`src/rtl/intc_pkg.sv`:
```
package intc_pkg;
   localparam int PRIO_W   = 5;
   localparam int ADDR_W   = 6;
   localparam int CFG_BASE = 32;

   localparam logic [ADDR_W-1:0] A_PEND   = 6'd0;
   localparam logic [ADDR_W-1:0] A_MASK   = 6'd1;
   localparam logic [ADDR_W-1:0] A_SRCNUM = 6'd2;
   localparam logic [ADDR_W-1:0] A_CTRL   = 6'd3;
   localparam logic [ADDR_W-1:0] A_GMASK  = 6'd4;

   // configuration word, LSB first: route-to-fast, edge mode, priority
   typedef struct packed {
      logic [PRIO_W-1:0] prio;
      logic              edge_mode;
      logic              to_fast;
   } src_cfg_t;
endpackage

```
`src/rtl/intc_trig_capture.sv`:
```
module intc_trig_capture #(
   parameter int NUM_SRC = 32
) (
   input  logic               clk,
   input  logic               rst_n,
   input  logic [NUM_SRC-1:0] src_i,
   input  logic [NUM_SRC-1:0] edge_mode_i,
   input  logic               pend_wr_i,
   input  logic [NUM_SRC-1:0] pend_wdata_i,
   input  logic [NUM_SRC-1:0] ack_clr_i,
   output logic [NUM_SRC-1:0] req_o
);
   logic [NUM_SRC-1:0] prev_q, pend_q;

   for (genvar i = 0; i < NUM_SRC; i++) begin : g_src
      logic rise, keep;
      assign rise = src_i[i] & ~prev_q[i];
      assign keep = ~ack_clr_i[i] & (~pend_wr_i | pend_wdata_i[i]);

      always_ff @(posedge clk or negedge rst_n) begin
         if (!rst_n) begin
            prev_q[i] <= 1'b0;
            pend_q[i] <= 1'b0;
         end else begin
            prev_q[i] <= src_i[i];
            pend_q[i] <= edge_mode_i[i] & ((pend_q[i] & keep) | rise);
         end
      end

      assign req_o[i] = edge_mode_i[i] ? pend_q[i] : src_i[i];
   end
endmodule

```
`src/rtl/intc_prio_pick.sv`:
```
module intc_prio_pick #(
   parameter int NUM_SRC = 32,
   parameter int PRIO_W  = 5,
   localparam int ID_W   = $clog2(NUM_SRC)
) (
   input  logic                           clk,
   input  logic                           rst_n,
   input  logic [NUM_SRC-1:0]             cand_i,
   input  logic [NUM_SRC-1:0][PRIO_W-1:0] prio_i,
   output logic                           valid_o,
   output logic [ID_W-1:0]                idx_o
);
   logic [PRIO_W-1:0] best;

   // strict less-than keeps the earliest index on equal priority
   always_comb begin
      valid_o = 1'b0;
      idx_o   = '0;
      best    = '1;
      for (int i = 0; i < NUM_SRC; i++) begin
         if (cand_i[i] && (!valid_o || prio_i[i] < best)) begin
            valid_o = 1'b1;
            idx_o   = ID_W'(i);
            best    = prio_i[i];
         end
      end
   end


   pick_valid_chk: assert property (@(posedge clk) disable iff (!rst_n)
      valid_o |-> cand_i[idx_o]);
endmodule

```
`src/rtl/intc_out_hold.sv`:
```
module intc_out_hold #(
   parameter int NUM_SRC = 32,
   localparam int ID_W   = $clog2(NUM_SRC)
) (
   input  logic            clk,
   input  logic            rst_n,
   input  logic            pick_v_i,
   input  logic [ID_W-1:0] pick_idx_i,
   input  logic            ack_i,
   output logic            held_v_o,
   output logic [ID_W-1:0] held_idx_o
);
   always_ff @(posedge clk or negedge rst_n) begin
      if (!rst_n) begin
         held_v_o   <= 1'b0;
         held_idx_o <= '0;
      end else if (ack_i) begin
         held_v_o   <= 1'b0;
      end else if (!held_v_o && pick_v_i) begin
         held_v_o   <= 1'b1;
         held_idx_o <= pick_idx_i;
      end
   end


   hold_stable_chk: assert property (@(posedge clk) disable iff (!rst_n)
      (held_v_o && !ack_i) |=> (held_v_o && $stable(held_idx_o)));
endmodule

```
`src/rtl/intc_bank.sv`:
```
module intc_bank
   import intc_pkg::*;
#(
   parameter int NUM_SRC = 32,
   parameter bit FIQ_EN  = 1'b1,
   localparam int ID_W   = $clog2(NUM_SRC)
) (
   input  logic               clk,
   input  logic               rst_n,
   input  logic [NUM_SRC-1:0] src_i,
   input  logic [ADDR_W-1:0]  reg_addr_i,
   input  logic               reg_we_i,
   input  logic [31:0]        reg_wdata_i,
   output logic [31:0]        reg_rdata_o,
   output logic               irq_o,
   output logic               fiq_o
);
   if (NUM_SRC < 2 || NUM_SRC > 32) begin : g_bad_num
      $error("intc_bank: NUM_SRC must lie in 2..32");
   end

   src_cfg_t           cfg_q [NUM_SRC];
   logic [NUM_SRC-1:0] mask_q;
   logic               gmask_q;

   logic [NUM_SRC-1:0]             edge_mode, to_fast, req, elig;
   logic [NUM_SRC-1:0]             irq_cand, fiq_cand, ack_clr;
   logic [NUM_SRC-1:0][PRIO_W-1:0] prio;
   logic                           irq_pv, irq_hv, fiq_hv;
   logic [ID_W-1:0]                irq_pidx, irq_idx, fiq_idx;
   logic                           ack_irq, ack_fiq, cfg_hit;

   assign ack_irq = reg_we_i && reg_addr_i == A_CTRL && reg_wdata_i[0];
   assign ack_fiq = reg_we_i && reg_addr_i == A_CTRL && reg_wdata_i[1];
   assign cfg_hit = reg_addr_i[5] && (32'(reg_addr_i[4:0]) < NUM_SRC);

   always_ff @(posedge clk or negedge rst_n) begin
      if (!rst_n) begin
         mask_q  <= '1;
         gmask_q <= 1'b1;
         for (int i = 0; i < NUM_SRC; i++) cfg_q[i] <= '0;
      end else if (reg_we_i) begin
         if (reg_addr_i == A_MASK)  mask_q  <= reg_wdata_i[NUM_SRC-1:0];
         if (reg_addr_i == A_GMASK) gmask_q <= reg_wdata_i[0];
         for (int i = 0; i < NUM_SRC; i++) begin
            if (cfg_hit && reg_addr_i[4:0] == 5'(i)) begin
               cfg_q[i].prio      <= reg_wdata_i[PRIO_W+1:2];
               cfg_q[i].edge_mode <= reg_wdata_i[1];
               cfg_q[i].to_fast   <= FIQ_EN & reg_wdata_i[0];
            end
         end
      end
   end

   for (genvar i = 0; i < NUM_SRC; i++) begin : g_cfg
      assign edge_mode[i] = cfg_q[i].edge_mode;
      assign to_fast[i]   = FIQ_EN & cfg_q[i].to_fast;
      assign prio[i]      = cfg_q[i].prio;
   end

   always_comb begin
      ack_clr = '0;
      if (ack_irq && irq_hv) ack_clr[irq_idx] = 1'b1;
      if (ack_fiq && fiq_hv) ack_clr[fiq_idx] = 1'b1;
   end

   intc_trig_capture #(.NUM_SRC(NUM_SRC)) u_trig (
      .clk, .rst_n, .src_i,
      .edge_mode_i  (edge_mode),
      .pend_wr_i    (reg_we_i && reg_addr_i == A_PEND),
      .pend_wdata_i (reg_wdata_i[NUM_SRC-1:0]),
      .ack_clr_i    (ack_clr),
      .req_o        (req)
   );

   assign elig     = req & ~mask_q;
   assign irq_cand = elig & ~to_fast;
   assign fiq_cand = elig & to_fast;

   intc_prio_pick #(.NUM_SRC(NUM_SRC), .PRIO_W(PRIO_W)) u_pick_irq (
      .clk, .rst_n, .cand_i(irq_cand), .prio_i(prio),
      .valid_o(irq_pv), .idx_o(irq_pidx)
   );
   intc_out_hold #(.NUM_SRC(NUM_SRC)) u_hold_irq (
      .clk, .rst_n, .pick_v_i(irq_pv), .pick_idx_i(irq_pidx),
      .ack_i(ack_irq), .held_v_o(irq_hv), .held_idx_o(irq_idx)
   );

   if (FIQ_EN) begin : g_fast
      logic            fiq_pv;
      logic [ID_W-1:0] fiq_pidx;
      intc_prio_pick #(.NUM_SRC(NUM_SRC), .PRIO_W(PRIO_W)) u_pick_fiq (
         .clk, .rst_n, .cand_i(fiq_cand), .prio_i(prio),
         .valid_o(fiq_pv), .idx_o(fiq_pidx)
      );
      intc_out_hold #(.NUM_SRC(NUM_SRC)) u_hold_fiq (
         .clk, .rst_n, .pick_v_i(fiq_pv), .pick_idx_i(fiq_pidx),
         .ack_i(ack_fiq), .held_v_o(fiq_hv), .held_idx_o(fiq_idx)
      );
   end else begin : g_no_fast
      logic unused_fast;
      assign unused_fast = ^fiq_cand;
      assign fiq_hv      = 1'b0;
      assign fiq_idx     = '0;
   end

   assign irq_o = irq_hv & ~gmask_q;
   assign fiq_o = fiq_hv & ~gmask_q;

   always_ff @(posedge clk or negedge rst_n) begin
      if (!rst_n) begin
         reg_rdata_o <= '0;
      end else begin
         reg_rdata_o <= '0;
         if (cfg_hit) begin
            for (int i = 0; i < NUM_SRC; i++)
               if (reg_addr_i[4:0] == 5'(i)) reg_rdata_o <= 32'(cfg_q[i]);
         end else begin
            case (reg_addr_i)
               A_PEND:   reg_rdata_o <= 32'(req);
               A_MASK:   reg_rdata_o <= 32'(mask_q);
               A_GMASK:  reg_rdata_o <= 32'(gmask_q);
               A_SRCNUM: begin
                  reg_rdata_o[ID_W-1:0]   <= irq_idx;
                  reg_rdata_o[7]          <= irq_hv;
                  reg_rdata_o[8+:ID_W]    <= fiq_idx;
                  reg_rdata_o[15]         <= fiq_hv;
               end
               default:  reg_rdata_o <= '0;
            endcase
         end
      end
   end


   ack_irq_chk: assert property (@(posedge clk) disable iff (!rst_n)
      ack_irq |=> !irq_o);

   ack_fiq_chk: assert property (@(posedge clk) disable iff (!rst_n)
      ack_fiq |=> !fiq_o);

   gmask_quiet_chk: assert property (@(posedge clk) disable iff (!rst_n)
      (gmask_q && !reg_we_i) |=> !(irq_o || fiq_o));
endmodule

```
`config.mk`:
```
export PLATFORM = sky130hd
export DESIGN_NAME = intc_bank
export DESIGN_NICKNAME = d
export VERILOG_FILES = /design/src/rtl/intc_pkg.sv /design/src/rtl/intc_trig_capture.sv /design/src/rtl/intc_prio_pick.sv /design/src/rtl/intc_out_hold.sv /design/src/rtl/intc_bank.sv
export SDC_FILE = /design/constraint.sdc
export NUM_CORES = 1
export LEC_CHECK = 0
export BUFFER_PORTS_ARGS = -buffer_cell sky130_fd_sc_hd__buf_2
export CORE_AREA = 2 2 281 283
export CTS_BUF_LIST = sky130_fd_sc_hd__clkbuf_16
export DETAILED_ROUTE_END_ITERATION = 8
export DIE_AREA = 0 0 283 285
export GPL_ROUTABILITY_DRIVEN = 0
export PLACE_DENSITY_LB_ADDON = 0.05
export SYNTH_ARGS = -nofsm -noshare
export SYNTH_HDL_FRONTEND = slang
export SYNTH_HIERARCHICAL = 1
export SYNTH_SLANG_ARGS = --single-unit
```
`constraint.sdc`:
```
create_clock -name clk -period 42.9 [get_ports clk]
set_clock_uncertainty 0.2 [all_clocks]
set_input_delay 10.725 -clock clk [delete_from_list [all_inputs] [get_ports clk]]
set_output_delay 10.725 -clock clk [all_outputs]
set_load 0.05 [all_outputs]
```
# == Word level (Yosys, flattened, before mapping) ==
# Index checks and enable logic that the tools add are counted.
# word_totals
mem_count,0
mem_bits_ro,0
reg_bits,365
elab_cells,1075
ram_bits,0
out_inout_bits,34
in_bits,73
latch_bits,0
# classes
order_cmp,66
n_div,0
n_shift,0
mux,269
n_mul,0
n_bitwise,268
n_addsub,0
n_reduce_logical,270
n_eq_ne,35
# op_table
operator,n
two-way mux 32 bit,34
two-way mux 5 bit,94
< comparator 5 bit,62
bitwise AND 1 bit,130
logical AND 1 bit,104
two-way mux 1 bit,104
bitwise AND 32 bit,3
"equality test 5 bit, second input constant",16
AND reduction 2 bit,36
inverter 1 bit,68
logical NOT 1 bit,64
two-way mux 4 bit,16
inverter 32 bit,2
OR 1 bit,64
logical OR 1 bit,62
"equality test 5 x 4 -> 1 bit, second input constant",8
OR 32 bit,1
one-hot mux 16 bit (2 select lines),1
two-way mux 3 bit,8
"equality test 5 x 3 -> 1 bit, second input constant",4
one-hot mux 5 bit (4 select lines),1
one-hot mux 6 bit (3 select lines),1
"equality test 6 x 2 -> 1 bit, second input constant",2
"< comparator 5 x 6 -> 1 bit, second input constant",2
13 further kinds,21

# == Logic depth before layout (Yosys ltp) ==
# depth
ltp_word,131
depth_mapped,293
depth_no_buf,280

# == Cells and area by module ==
# Netlist, hierarchy kept.
# by_module_without_submodules
mod,cells_per_inst,seq_area_each_um2,area_per_inst_um2,instances
intc_bank,1340,7273.2,15388.5,1
intc_prio_pick (g_fast.u_pick_fiq),1349,0.0,9143.8,1
intc_prio_pick (u_pick_irq),1361,0.0,9011.1,1
intc_trig_capture,227,1601.5,2857.7,1
intc_out_hold,14,150.1,232.7,2

# == Worst setup path after synthesis ==
# Ideal clock, no wire load.
# synth_path
path_kind,input-to-reg
startpoint,input port src_i[0]
endpoint,register g_fast.u_hold_fiq.held_idx_o[3]
path_stages,273
slack_ns,-15.014
arrival_time_ns,57.590
cell_sequence,mux2_2 > and3b_1 > buf_4 > nor2b_1 > ha_1 > o2111ai_1 > o311ai_2 > buf_4 > o21ai_0 > ha_1 > or3b_2 > o21a_2 > a21bo_1 > buf_4 > buf_6 > nand2_1 > o21ai_0 > inv_1 > [237 not listed] > a21oi_1 > nor2b_1 > o21ai_0 > nand2b_1 > nand2_1 > nand3b_1 > o31ai_4 > mux2_4 > ha_1 > a21o_1 > a21o_1 > a21oi_1 > and4b_1 > nor2_1 > nor2_1 > nor3_1 > nand3_1 > mux2_2
# synth_via
word_cells_on_any_way,216
cone_classes,order compare (31); mux (88); bitwise (2); reduce/logical (95)
# synth_lines
element,line_no,rtl
from (decl),intc_bank.sv:10,"input logic [NUM_SRC-1:0] src_i,"
two-way mux 1 bit (*),intc_trig_capture.sv:30,assign req_o[i] = edge_mode_i[i] ? pend_q[i] : src_i[i];
bitwise AND 32 bit (*),intc_bank.sv:76,assign elig = req & ~mask_q;
bitwise AND 32 bit (*),intc_bank.sv:78,assign fiq_cand = elig & to_fast;
named net fiq_cand[0],intc_bank.sv:27,"logic [NUM_SRC-1:0] irq_cand, fiq_cand, ack_clr;"
two-way mux 5 bit / two-way mux 1 bit (equally long branches),intc_prio_pick.sv:21,if (cand_i[i] && (!valid_o || prio_i[i] < best)) begin
< comparator 5 bit / logical NOT 1 bit (equally long branches),intc_prio_pick.sv:21,
logical OR 1 bit,intc_prio_pick.sv:21,
logical AND 1 bit,intc_prio_pick.sv:21,
[114 not listed],--,
logical OR 1 bit,intc_prio_pick.sv:21,
logical AND 1 bit,intc_prio_pick.sv:21,
two-way mux 5 bit / two-way mux 1 bit (equally long branches),intc_prio_pick.sv:21,
< comparator 5 bit / logical NOT 1 bit (equally long branches),intc_prio_pick.sv:21,
logical OR 1 bit,intc_prio_pick.sv:21,
logical AND 1 bit,intc_prio_pick.sv:21,
two-way mux 5 bit (*),intc_prio_pick.sv:21,
named net g_fast.fiq_pidx[3],intc_bank.sv:91,logic [ID_W-1:0] fiq_pidx;
to (signal assigned),intc_out_hold.sv:21,held_idx_o <= pick_idx_i;
to (decl),intc_out_hold.sv:11,output logic [ID_W-1:0] held_idx_o
# The timed path passes the listed nets; every way through them passes the cells marked *.
# A chain may end at the register's enable or synchronous reset.

# == Final worst setup path ==
# layout_path
startpoint,input port src_i[0]
endpoint,register u_hold_irq.held_idx_o[4]
# layout_via
word_cells_on_any_way,208
cone_classes,order compare (31); mux (80); bitwise (2); reduce/logical (95)
# layout_lines
element,line_no,rtl
two-way mux 1 bit (*),intc_trig_capture.sv:30,
named net req[0],intc_bank.sv:26,"logic [NUM_SRC-1:0] edge_mode, to_fast, req, elig;"
bitwise AND 32 bit (*),intc_bank.sv:76,
bitwise AND 32 bit (*),intc_bank.sv:77,assign irq_cand = elig & ~to_fast;
named net irq_cand[0],intc_bank.sv:27,
two-way mux 5 bit / two-way mux 1 bit (equally long branches),intc_prio_pick.sv:21,
< comparator 5 bit / logical NOT 1 bit (equally long branches),intc_prio_pick.sv:21,
logical OR 1 bit,intc_prio_pick.sv:21,
[115 not listed],--,
logical OR 1 bit,intc_prio_pick.sv:21,
logical AND 1 bit,intc_prio_pick.sv:21,
two-way mux 5 bit / two-way mux 1 bit (equally long branches),intc_prio_pick.sv:21,
< comparator 5 bit / logical NOT 1 bit (equally long branches),intc_prio_pick.sv:21,
logical OR 1 bit,intc_prio_pick.sv:21,
logical AND 1 bit,intc_prio_pick.sv:21,
two-way mux 5 bit (*),intc_prio_pick.sv:21,
named net irq_pidx[4],intc_bank.sv:30,"logic [ID_W-1:0] irq_pidx, irq_idx, fiq_idx;"
to (signal assigned),intc_out_hold.sv:21,
to (decl),intc_out_hold.sv:11,
# Marks and branches as above.

==> results.json <==
{
  "outcome": "complete, but fails checks",
  "violations": "max-capacitance violations, max-slew violations, negative setup slack",
  "clk_pin_slew_ns": 0.07,
  "track_usage": 0.3543,
  "async_flop_share": 1.000,
  "dp_hpwl_um": 113200,
  "grt_pass1_vias": 38330,
  "end_kind": "flip-flop",
  "critical_path_class": "in2reg",
  "port_buffers": 106,
  "place_inst": 6278,
  "ant_nets": 0,
  "yosysWarningCount": 6,
  "yosysUniqueCellTypes": 164,
  "netlist_area_um2": 36870,
  "cts_tree": "done",
  "max_freq_mhz": 18.43,
  "coreArea_um2": 77970,
  "synth_edf_count": 0,
  "slew_viol_final": 2,
  "finalCritPeriodShare": 1.265,
  "cp_data_arrival_time_ns": 54.54,
  "period_minus_slack_ns": 54.25,
  "tightest_slew_ns": 1.502,
  "setup_viol": 10,
  "drt_iter0_markers": 4137,
  "pin_count": 107,
  "n_fill_cell": 6558,
  "clock_sinks": 365,
  "critPathMaxFanout": 6,
  "cts-buffers-inserted": 41,
  "syn_to_final_growth_pct": 39.45,
  "cts-root-buf": "clkbuf_16",
  "drive_gt1_frac": 0.4453,
  "htree_levels": 2,
  "final.setup.worst_slack_ns": -11.35,
  "grt_pass1_wl_um": 226900,
  "gr-total-overflow": 0,
  "finish.utilization": 0.6594,
  "cp_common_cell": "ha_4",
  "avgSynthCellArea_um2": 8.564,
  "final_cells": 6561,
  "cp.required_ns": 43.18,
  "rows": 103,
  "rsz0062_at_grt": "true",
  "synth_top_area_cell": "dfrtp_1",
  "vias_per_cell": 6.232,
  "clk_path_buf_depth": 3,
  "critPathSlowestCell": "or4_4",
  "fp.dieH_um": 285,
  "drtPass1Iterations": 6,
  "wl_per_cell_um": 23.21,
  "syn_nets": 4510,
  "vias": 40890,
  "die_w_um": 283,
  "min_path_type": "reg2reg",
  "antenna_found_initial": 11,
  "grt_max_degree": 105,
  "finalNetCount": 5679,
  "fp.dieArea_um2": 80660,
  "r2r_setup_slack_ns": -1.57,
  "synth_top_area_frac": 0.2254,
  "synth.area.top_cells": "dfrtp_1 (23%), mux2_2 (10%), ha_1 (4.5%)",
  "synth-seq-cells": 365,
  "initial_core_util": 0.4728,
  "holdBufCountCts": 0,
  "ys.flop_type": "dfrtp_1",
  "critPathMaxStageDelay_ns": 0.54,
  "clk_latency_ns": 0.60,
  "routed_wl_um": 152300,
  "ys_seq_area_frac": 0.2489,
  "drc": 0,
  "start_kind": "input port",
  "syn_inst": 4305,
  "slew_headroom": -0.02724,
  "hold_viol": 0,
  "cap_violations": 1
}
[final timing paths]
check	start	end	depth (start not counted)
worst max-delay path	src_i[0]	u_hold_irq/held_idx_o[4]	257
worst min-delay path	u_trig/prev_q[4]	u_trig/pend_q[4]	2
worst max register to register	cfg_q[218]	u_hold_irq/held_idx_o[4]	256
worst min register to register	u_trig/prev_q[4]	u_trig/pend_q[4]	2
max in group asynchronous	rst_n	cfg_q[95]	3
min in group asynchronous	rst_n	cfg_q[32]	1
[state kept, by name (all words and copies together), names as in the netlist, 5 cells and up]
| signal | flops |
|---|---|
| cfg_q | 224 |
| g_fast.u_hold_fiq/held_idx_o | 5 |
| mask_q | 32 |
| reg_rdata_o | 32 |
| u_hold_irq/held_idx_o | 5 |
| u_trig/pend_q | 32 |
| u_trig/prev_q | 32 |
[critical path: cells and delay by family]
kind	cells	cell delay, ns
simple gates	79	11.74
fa+ha+maj	32	7.68
buf+inv	28	2.16
compound gates	97	16.72
mux	21	5.46
[synthesized netlist by cell type (26+ instances only)]
library cell,n
or3_1,46
o21a_1,34
nand3b_1,61
nor2_1,306
o31ai_1,28
a211oi_1,38
a31oi_1,53
a21o_1,41
mux2i_1,81
a211o_1,26
and3b_1,34
a21oi_1,220
a21boi_1,34
dfrtp_1,332
nand2b_1,142
buf_4,26
and3_1,34
and2_1,53
ha_1,132
inv_1,253
o21ai_1,30
nand3_1,96
o21ai_0,208
or2_2,36
nor2b_1,40
buf_2,54
clkbuf_1,57
mux2_2,333
dfstp_2,33
nor3_1,83
nand2_1,373
nor3b_1,56
o221ai_1,27
o211ai_1,70
o22ai_1,75
[cells in the final DEF (no fill, tap or decap), drive strengths merged, types with 83 or more instances in the layout]
master / n
a21oi: 232
buf: 1292
dfrtp: 332
ha: 132
inv: 259
mux2: 358
mux2i: 88
nand2: 375
nand2b: 142
nand3: 99
nor2: 317
nor3: 100
o21ai: 245
o22ai: 83
[logic make-up after synthesis]
logic type      Yosys count  share of synthesized area
compound gates         1341                     0.2763
buf+inv                 420                    0.05135
flops                   365                     0.2489
mux                     446                     0.1361
simple gates           1560                     0.2317
xor+xnor                 15                   0.003767
fa+ha+maj               158                    0.05193
[final cells by class]
type	count	area, µm²	share of cell area
antenna	4	10.01	0.0001947
clock buffer	42	1051	0.02044
sequential	365	9175	0.1785
timing repair buffer	1292	9512	0.1850
clock inverter	34	414.1	0.008056
multi-input combinational	3520	28960	0.5633
inverter	254	975.9	0.01898
tap	1050	1314	0.02555
[layer usage]
metal / GRT usage / part of all wire / routed length (µm)
met5: 0 / 0.00086 / 131
met1: 0.4851 / 0.43 / 64940
met4: 0.1213 / 0.041 / 6172
met2: 0.5598 / 0.44 / 67680
met3: 0.06680 / 0.088 / 13360
[metrics by stage]
stage / hold WS [ns] / TNS [ns] / worst slack, ns / cell area [µm²]
3_5_place_dp: 0.2799 / -122.47 / -12.98 / 46230
3_3_place_gp: 0.2741 / -115.47 / -12.91 / 46230
2_1_floorplan: 0.2710 / -112.90 / -11.39 / 38020
5_1_grt: 0.3097 / -132.04 / -13.32 / 51400
4_1_cts: 0.2870 / -111.54 / -11.27 / 48360
6_report: 0.2876 / -110.87 / -11.35 / 51410
[timing repair]
item	in CTS	in global routing
endpoints found under the setup margin	10	10
endpoints found under the hold margin	0	0
pin swaps	39	298
setup buffers	56	148
resized for setup	60	445
gates cloned	0	0
Power is not shown: default switching activity piles up to over one toggle a cycle in this logic, so the estimate is an artifact.
